File: src/rtl/hub_fp_add.sv
module hub_fp_add #(
  parameter int EXP_W  = 8,
  parameter int FRAC_W = 23
) (
  input  logic                        clk,
  input  logic                        rst_n,
  input  logic                        in_valid,
  input  logic                        in_sub,
  input  logic [EXP_W+FRAC_W:0]       in_a,
  input  logic [EXP_W+FRAC_W:0]       in_b,
  output logic                        out_valid,
  output logic [EXP_W+FRAC_W:0]       out_res
);
  localparam int W     = 1 + EXP_W + FRAC_W;
  localparam int SIG_W = FRAC_W + 2;
  localparam int SH_W  = $clog2(SIG_W + 1);
  localparam int LZ_W  = $clog2(SIG_W);
  localparam int XE_W  = EXP_W + 2;
  localparam logic [EXP_W-1:0] EMAX = '1;
  localparam logic [W-1:0] QNAN = {1'b0, EMAX, 1'b1, {(FRAC_W-1){1'b0}}};

  // stage 1: decode, exponent difference, swap
  logic              sa, sb;
  logic [EXP_W-1:0]  ea, eb;
  logic [FRAC_W-1:0] fa, fb;
  assign sa = in_a[W-1];
  assign sb = in_b[W-1] ^ in_sub;
  assign ea = in_a[W-2 -: EXP_W];
  assign eb = in_b[W-2 -: EXP_W];
  assign fa = in_a[FRAC_W-1:0];
  assign fb = in_b[FRAC_W-1:0];

  logic a_zero, b_zero, a_inf, b_inf, a_nan, b_nan, swap;
  assign a_zero = (ea == '0);
  assign b_zero = (eb == '0);
  assign a_inf  = (ea == EMAX) && (fa == '0);
  assign b_inf  = (eb == EMAX) && (fb == '0);
  assign a_nan  = (ea == EMAX) && (fa != '0);
  assign b_nan  = (eb == EMAX) && (fb != '0);
  assign swap   = {eb, fb} > {ea, fa};

  logic [EXP_W-1:0]  big_e, sml_e, ediff;
  logic [FRAC_W-1:0] big_f, sml_f;
  assign big_e = swap ? eb : ea;
  assign sml_e = swap ? ea : eb;
  assign big_f = swap ? fb : fa;
  assign sml_f = swap ? fa : fb;
  assign ediff = big_e - sml_e;

  logic           sp_hit;
  logic [W-1:0]   sp_val;
  always_comb begin
    sp_hit = 1'b1;
    sp_val = '0;
    if (a_nan || b_nan || (a_inf && b_inf && (sa != sb))) sp_val = QNAN;
    else if (a_inf)               sp_val = {sa, EMAX, {FRAC_W{1'b0}}};
    else if (b_inf)               sp_val = {sb, EMAX, {FRAC_W{1'b0}}};
    else if (a_zero && b_zero)    sp_val = {sa & sb, {(W-1){1'b0}}};
    else if (b_zero)              sp_val = {sa, ea, fa};
    else if (a_zero)              sp_val = {sb, eb, fb};
    else                          sp_hit = 1'b0;
  end

  logic              v1, sp1, sg1, sub1;
  logic [W-1:0]      spv1;
  logic [EXP_W-1:0]  e1;
  logic [SIG_W-1:0]  big1, sml1;
  logic [SH_W-1:0]   sh1;
  always_ff @(posedge clk) begin
    if (!rst_n) v1 <= 1'b0;
    else        v1 <= in_valid;
    sp1  <= sp_hit;
    spv1 <= sp_val;
    sg1  <= swap ? sb : sa;
    sub1 <= sa ^ sb;
    e1   <= big_e;
    big1 <= {1'b1, big_f, 1'b1};
    sml1 <= {1'b1, sml_f, 1'b1};
    sh1  <= (ediff >= EXP_W'(SIG_W)) ? SH_W'(SIG_W) : SH_W'(ediff);
  end

  // stage 2: alignment, two's complement for subtraction
  logic [SIG_W-1:0] aligned;
  assign aligned = sml1 >> sh1;

  logic              v2, sp2, sg2, sub2;
  logic [W-1:0]      spv2;
  logic [EXP_W-1:0]  e2;
  logic [SIG_W-1:0]  big2;
  logic [SIG_W:0]    op2;
  always_ff @(posedge clk) begin
    if (!rst_n) v2 <= 1'b0;
    else        v2 <= v1;
    sp2  <= sp1;
    spv2 <= spv1;
    sg2  <= sg1;
    sub2 <= sub1;
    e2   <= e1;
    big2 <= big1;
    op2  <= ({1'b0, aligned} ^ {(SIG_W+1){sub1}}) + (SIG_W+1)'(sub1);
  end

  // stage 3: add/subtract, carry-out correction
  logic [SIG_W:0] sum;
  logic           carry;
  assign sum   = {1'b0, big2} + op2;
  assign carry = ~sub2 & sum[SIG_W];

  logic              v3, sp3, sg3;
  logic [W-1:0]      spv3;
  logic [XE_W-1:0]   e3;
  logic [SIG_W-1:0]  sig3;
  always_ff @(posedge clk) begin
    if (!rst_n) v3 <= 1'b0;
    else        v3 <= v2;
    sp3  <= sp2;
    spv3 <= spv2;
    sg3  <= sg2;
    e3   <= {2'b00, e2} + XE_W'(carry);
    sig3 <= carry ? sum[SIG_W:1] : sum[SIG_W-1:0];
  end

  // stage 4: leading-zero detection
  logic [LZ_W-1:0] lz;
  always_comb begin
    lz = '0;
    for (int i = 0; i < SIG_W; i++)
      if (sig3[i]) lz = LZ_W'(SIG_W - 1 - i);
  end

  logic              v4, sp4, sg4, z4;
  logic [W-1:0]      spv4;
  logic [XE_W-1:0]   e4;
  logic [SIG_W-1:0]  sig4;
  logic [LZ_W-1:0]   lz4;
  always_ff @(posedge clk) begin
    if (!rst_n) v4 <= 1'b0;
    else        v4 <= v3;
    sp4  <= sp3;
    spv4 <= spv3;
    sg4  <= sg3;
    z4   <= (sig3 == '0);
    e4   <= e3;
    sig4 <= sig3;
    lz4  <= lz;
  end

  // stage 5: normalization shift, truncation, range limits
  logic signed [XE_W-1:0] en;
  logic [FRAC_W-1:0]      frac;
  logic [W-1:0]           res;
  assign en   = $signed(e4) - $signed(XE_W'(lz4));
  assign frac = FRAC_W'((sig4 << lz4) >> 1);

  always_comb begin
    if (sp4)                                    res = spv4;
    else if (z4)                                res = '0;
    else if (en < $signed(XE_W'(1)))            res = {sg4, {(W-1){1'b0}}};
    else if (en >= $signed({2'b00, EMAX}))      res = {sg4, EMAX, {FRAC_W{1'b0}}};
    else                                        res = {sg4, EXP_W'(en), frac};
  end

  always_ff @(posedge clk) begin
    if (!rst_n) out_valid <= 1'b0;
    else        out_valid <= v4;
    out_res <= res;
  end
endmodule

File: config.mk
export PLATFORM = sky130hd
export DESIGN_NAME = hub_fp_add
export DESIGN_NICKNAME = d
export VERILOG_FILES = /design/src/rtl/hub_fp_add.sv
export SDC_FILE = /design/constraint.sdc
export NUM_CORES = 1
export LEC_CHECK = 0
export ABC_AREA = 1
export BUFFER_PORTS_ARGS = -buffer_cell sky130_fd_sc_hd__buf_2
export CAP_MARGIN = 10
export CORE_ASPECT_RATIO = 0.75
export CORE_MARGIN = 1
export CORE_UTILIZATION = 32
export DETAILED_ROUTE_END_ITERATION = 16
export GPL_ROUTABILITY_DRIVEN = 0
export PLACE_DENSITY = 0.53
export SLEW_MARGIN = 20
export SYNTH_ARGS = -nofsm -noshare
export SYNTH_HDL_FRONTEND = slang
export SYNTH_SLANG_ARGS = --single-unit
File: constraint.sdc
create_clock -name clk -period 3.61 [get_ports clk]
set_clock_uncertainty 0.15 [all_clocks]
set_input_delay 0.1805 -clock clk [delete_from_list [all_inputs] [get_ports clk]]
set_output_delay 0.1805 -clock clk [all_outputs]
set_load 0.01 [all_outputs]
==> flow_results.xml <==
<?xml version="1.0" encoding="UTF-8"?>
<metrics>
  <group name="yosys">
    <metric name="netlist_top_cells_count" unit="">sky130_fd_sc_hd__nand2_1, sky130_fd_sc_hd__dfxtp_1, sky130_fd_sc_hd__inv_1, sky130_fd_sc_hd__o21ai_0, sky130_fd_sc_hd__nor2_1</metric>
    <metric name="synth_edf_count" unit="">0</metric>
    <metric name="synth.top_cell.area_share" unit="%">46.1</metric>
    <metric name="fraction_of_synthesis_flops_using_an_asynchronous_set_or_reset_pin" unit="%">0</metric>
    <metric name="synth.net_count" unit="">2160</metric>
    <metric name="post_synth_inst_count" unit="">2026</metric>
    <metric name="synth_most_common_cell" unit="">sky130_fd_sc_hd__nand2_1</metric>
    <metric name="number_of_warnings_reported_in_the_yosys_synthesis_log" unit="">0</metric>
    <metric name="syn_area" unit="sq mm">0.0158</metric>
    <metric name="synth_seq_area_share" unit="%">46.1</metric>
    <metric name="synth_top_family_by_area" unit="">simple AND/OR/NAND/NOR gates</metric>
    <metric name="post_synth_xor_area_fraction" unit="%">3.73</metric>
    <metric name="synth_top_area_cell" unit="">sky130_fd_sc_hd__dfxtp_1</metric>
    <metric name="synth_simple_gate_area_share" unit="%">24.1</metric>
    <metric name="postSynthAreaPerCell" unit="sq um">7.80</metric>
    <metric name="post_synth_fa_ha_maj_area_fraction" unit="%">5.32</metric>
    <metric name="synthDistinctLibCells" unit="">58</metric>
    <metric name="synth-compound-area-share" unit="%">12.4</metric>
    <metric name="synth.area.top_cells" unit="">sky130_fd_sc_hd__dfxtp_1, sky130_fd_sc_hd__nand2_1, sky130_fd_sc_hd__ha_1</metric>
    <metric name="fraction_of_synthesized_area_in_multiplexers" unit="%">1.14</metric>
    <metric name="ys_dominant_reg_cell" unit="">sky130_fd_sc_hd__dfxtp_1</metric>
    <metric name="synth-seq-cells" unit="">364</metric>
  </group>
  <group name="pwr">
    <metric name="total_leakage_power" unit="nW">9.06</metric>
    <metric name="power.density_cell_area" unit="mW/mm^2">730</metric>
    <metric name="vdd.ir_drop.worst" unit="mV">0.368</metric>
  </group>
  <group name="routing">
    <metric name="routedLengthMet1" unit="mm">23.5</metric>
    <metric name="drt-vias-per-instance" unit="">4.79</metric>
    <metric name="dr_wl_met3" unit="mm">3.13</metric>
    <metric name="drt.antenna.violating_nets" unit="">0</metric>
    <metric name="average_wire_per_cell_in_the_routed_design" unit="um">15.6</metric>
    <metric name="detailroute.wirelength.met2" unit="mm">17.6</metric>
    <metric name="first_iter_violations" unit="">1287</metric>
    <metric name="overall_via_count_from_detail_route" unit="">13875</metric>
    <metric name="drt-pass1-iter-count" unit="">6</metric>
    <metric name="wirelength" unit="mm">45.1</metric>
    <metric name="remaining_drc_errors" unit="">0</metric>
    <metric name="top_signal_layer_used" unit="">met4</metric>
  </group>
  <group name="cts">
    <metric name="cts_made_buffers" unit="">38</metric>
    <metric name="cts.clk_slew.worst_paths" unit="ns">0.06</metric>
    <metric name="cts.path.max_buffers" unit="">3</metric>
    <metric name="insertion_delay" unit="ns">0.55</metric>
    <metric name="cts.sink_count" unit="">364</metric>
    <metric name="tritoncts_clock_tree" unit="">yes</metric>
    <metric name="cts.htree.levels" unit="">2</metric>
    <metric name="cts_root_buffer" unit="">sky130_fd_sc_hd__clkbuf_16</metric>
  </group>
  <group name="cells_and_area">
    <metric name="final-instance-count-excl-fill" unit="">2896</metric>
    <metric name="fillCellCount" unit="">4895</metric>
    <metric name="final_layout_size_suffix_gt1_share" unit="%">11.2</metric>
    <metric name="design.final.nets" unit="">2355</metric>
    <metric name="area_growth" unit="%">22.4</metric>
    <metric name="num_antenna_cells" unit="">0</metric>
  </group>
  <group name="timing">
    <metric name="final-hold-violation-count" unit="">0</metric>
    <metric name="max_freq" unit="MHz">304</metric>
    <metric name="final.period_utilization" unit="%">91.2</metric>
    <metric name="setup_viol" unit="">0</metric>
    <metric name="worst-slew-pin-transition" unit="ns">1.24</metric>
    <metric name="final_period_minus_worst_setup_slack" unit="ns">3.29</metric>
    <metric name="tns" unit="ns">0</metric>
    <metric name="setup_repair_after_global_routing_missed_its_margin" unit="">no</metric>
    <metric name="slew-limit-headroom" unit="%">16.9</metric>
    <metric name="slew_viol_final" unit="">0</metric>
  </group>
  <group name="place">
    <metric name="total_half_perimeter_wirelength_after_legalization_and_detailed_placement" unit="mm">34.9</metric>
    <metric name="placed_cells_incl_taps" unit="">2731</metric>
    <metric name="port-buffer-count" unit="">100</metric>
  </group>
  <group name="floorplanning">
    <metric name="core" unit="sq mm">0.0488</metric>
    <metric name="io_pins" unit="">101</metric>
    <metric name="placement_rows" unit="">70</metric>
    <metric name="floorplan.initialDensity" unit="%">32.4</metric>
    <metric name="die_area" unit="sq mm">0.0503</metric>
    <metric name="die_span_in_x" unit="um">259</metric>
    <metric name="floorplan.die.height" unit="um">195</metric>
  </group>
  <group name="worst_setup_path">
    <metric name="critical_path_required" unit="ns">3.86</metric>
    <metric name="worst_r2r_path_depth" unit="">14</metric>
    <metric name="critPathLaunchType" unit="">flip-flop</metric>
    <metric name="worst_path_largest_cell_delay" unit="ns">0.51</metric>
    <metric name="cp-startpoint" unit="">lz4[2]</metric>
    <metric name="cells_traversed_along_the_worst_timing_path" unit="">inv_1 -&gt; ha_1 -&gt; a21oi_1 -&gt; nand2_1 -&gt; nand2_1 -&gt; o21bai_1 -&gt; nor4_1 -&gt; nor2_1 -&gt; a21oi_2 -&gt; inv_2 -&gt; nand2_2 -&gt; inv_2 -&gt; nand2_1 -&gt; o21ai_0</metric>
    <metric name="path_max_fanout" unit="">15</metric>
    <metric name="crit-reg2reg-capture" unit="">out_res[2]</metric>
    <metric name="critPathArrivalTime" unit="ns">3.54</metric>
    <metric name="cp_slowest_cell" unit="">sky130_fd_sc_hd__nor4_1</metric>
    <metric name="rr_startpoint" unit="">lz4[2]</metric>
    <metric name="crit_type" unit="">reg2reg</metric>
    <metric name="critPathMostFrequentCell" unit="">sky130_fd_sc_hd__nand2_1</metric>
    <metric name="timing.reg2reg.setup_slack" unit="ns">0.32</metric>
    <metric name="worst_setup_path_end_kind" unit="">flip-flop</metric>
  </group>
  <group name="hold_path">
    <metric name="hold_end" unit="">spv1[23]</metric>
    <metric name="worstHoldPathType" unit="">in2reg</metric>
    <metric name="hold_path_startpoint" unit="">in_b[23]</metric>
    <metric name="hold-path-cell-count" unit="">3</metric>
  </group>
  <group name="global_routing">
    <metric name="grt_start_max_net_pins" unit="">93</metric>
    <metric name="grt_antenna_before_repair" unit="">3</metric>
    <metric name="grt-ovfl-total" unit="">0</metric>
    <metric name="grt.total_usage" unit="%">17.6</metric>
    <metric name="number_of_global_route_vias_before_repair" unit="">12765</metric>
    <metric name="wire_length_of_the_first_global_routing_pass" unit="mm">70.1</metric>
  </group>
  <group name="flow_run">
    <metric name="maxCapViolations" unit="">0</metric>
  </group>
  <group name="run_status">
    <metric name="status" unit="">completed</metric>
  </group>
</metrics>
[cell families after synthesis]
family / count (synthesis)
simple gates: 891
flops: 364
mux: 18
compound gates: 338
fa+ha+maj: 66
xor+xnor: 64
buf+inv: 285
[per-stage QoR]
step	area (sq um)	util [%]	hold slack [ns]	worst slack [ns]	power, mW
after floorplan	15800	-	0.124	0.567	8.47
after global placement	17000	34.8	0.161	0.425	9.81
after detailed placement	17000	34.8	0.162	0.346	9.85
after CTS	19300	39.6	0.0175	0.0411	14.2
after global routing	19400	39.7	0.0508	0.0352	15.1
final	19400	39.7	0.0594	0.316	14.1
[power by group]
group	total (mW)	internal, mW	leakage [nW]	switching [mW]
Clock	4.21	2.54	0.656	1.66
Combinational	4.70	1.76	5.39	2.95
Sequential	5.22	4.81	3.01	0.406
Total	14.1	9.11	9.06	5.01
[worst max path at each step]
stage / to / slack, ns / cells past startpoint
finish: out_res[2] / 0.32 / 14
global route: out_res[13] / 0.04 / 14
CTS: big1[5] / 0.04 / 13
detailed placement: sh1[1] / 0.35 / 23
global placement: out_res[2] / 0.43 / 14
floorplan: out_res[8] / 0.57 / 17
[final cells by class]
| cell class | count | area (sq um) | area share, % |
|---|---|---|---|
| well taps | 648 | 811 | 4.19 |
| multi-input cells | 1377 | 7390 | 38.2 |
| inverters | 215 | 810 | 4.18 |
| clock inverters | 18 | 343 | 1.77 |
| repair buffers | 225 | 1690 | 8.74 |
| flip-flops and latches | 364 | 7290 | 37.7 |
| clock buffers | 49 | 1020 | 5.28 |
[cell usage in the layout (no fill, tap or decap), types with 23 or more instances in the layout]
master	n
sky130_fd_sc_hd__a211oi_1	23
sky130_fd_sc_hd__a21oi_1	63
sky130_fd_sc_hd__buf_2	100
sky130_fd_sc_hd__buf_4	26
sky130_fd_sc_hd__clkbuf_16	38
sky130_fd_sc_hd__dfxtp_1	364
sky130_fd_sc_hd__dlygate4sd3_1	98
sky130_fd_sc_hd__ha_1	64
sky130_fd_sc_hd__inv_1	200
sky130_fd_sc_hd__nand2_1	571
sky130_fd_sc_hd__nand3_1	88
sky130_fd_sc_hd__nand4_1	40
sky130_fd_sc_hd__nor2_1	111
sky130_fd_sc_hd__o21ai_0	134
sky130_fd_sc_hd__o21ai_1	44
sky130_fd_sc_hd__xor2_1	48
[routing by layer]
layer | global-route usage [%] | up-vias
li1 | - | 6988
met1 | 27.3 | 6335
met2 | 24.6 | 478
met3 | 3.29 | 74
met4 | 3.84 | 0
met5 | 0 | -
[timing repair]
item                                    4_1_cts  5_1_grt
hold buffers                                 98        0
setup buffers                                 0        0
resized for setup                             0        4
endpoints found under the hold margin        91        0
endpoints found under the setup margin        0       26
[sequential cells by signal (all words and copies together) (netlist names), 24 cells and up]
name / cells
spv3: 32
spv1: 32
spv2: 32
out_res: 32
sig3: 25
sig4: 24
spv4: 32
op2: 26
[critical path, delay by kind of cell (launching register included)]
kind	cells	cell delay [ns]
buf+inv	3	0.19
fa+ha+maj	1	0.33
flops	1	0.33
simple gates	6	1.33
compound gates	4	0.81
Power figures use the tool's default switching activity.
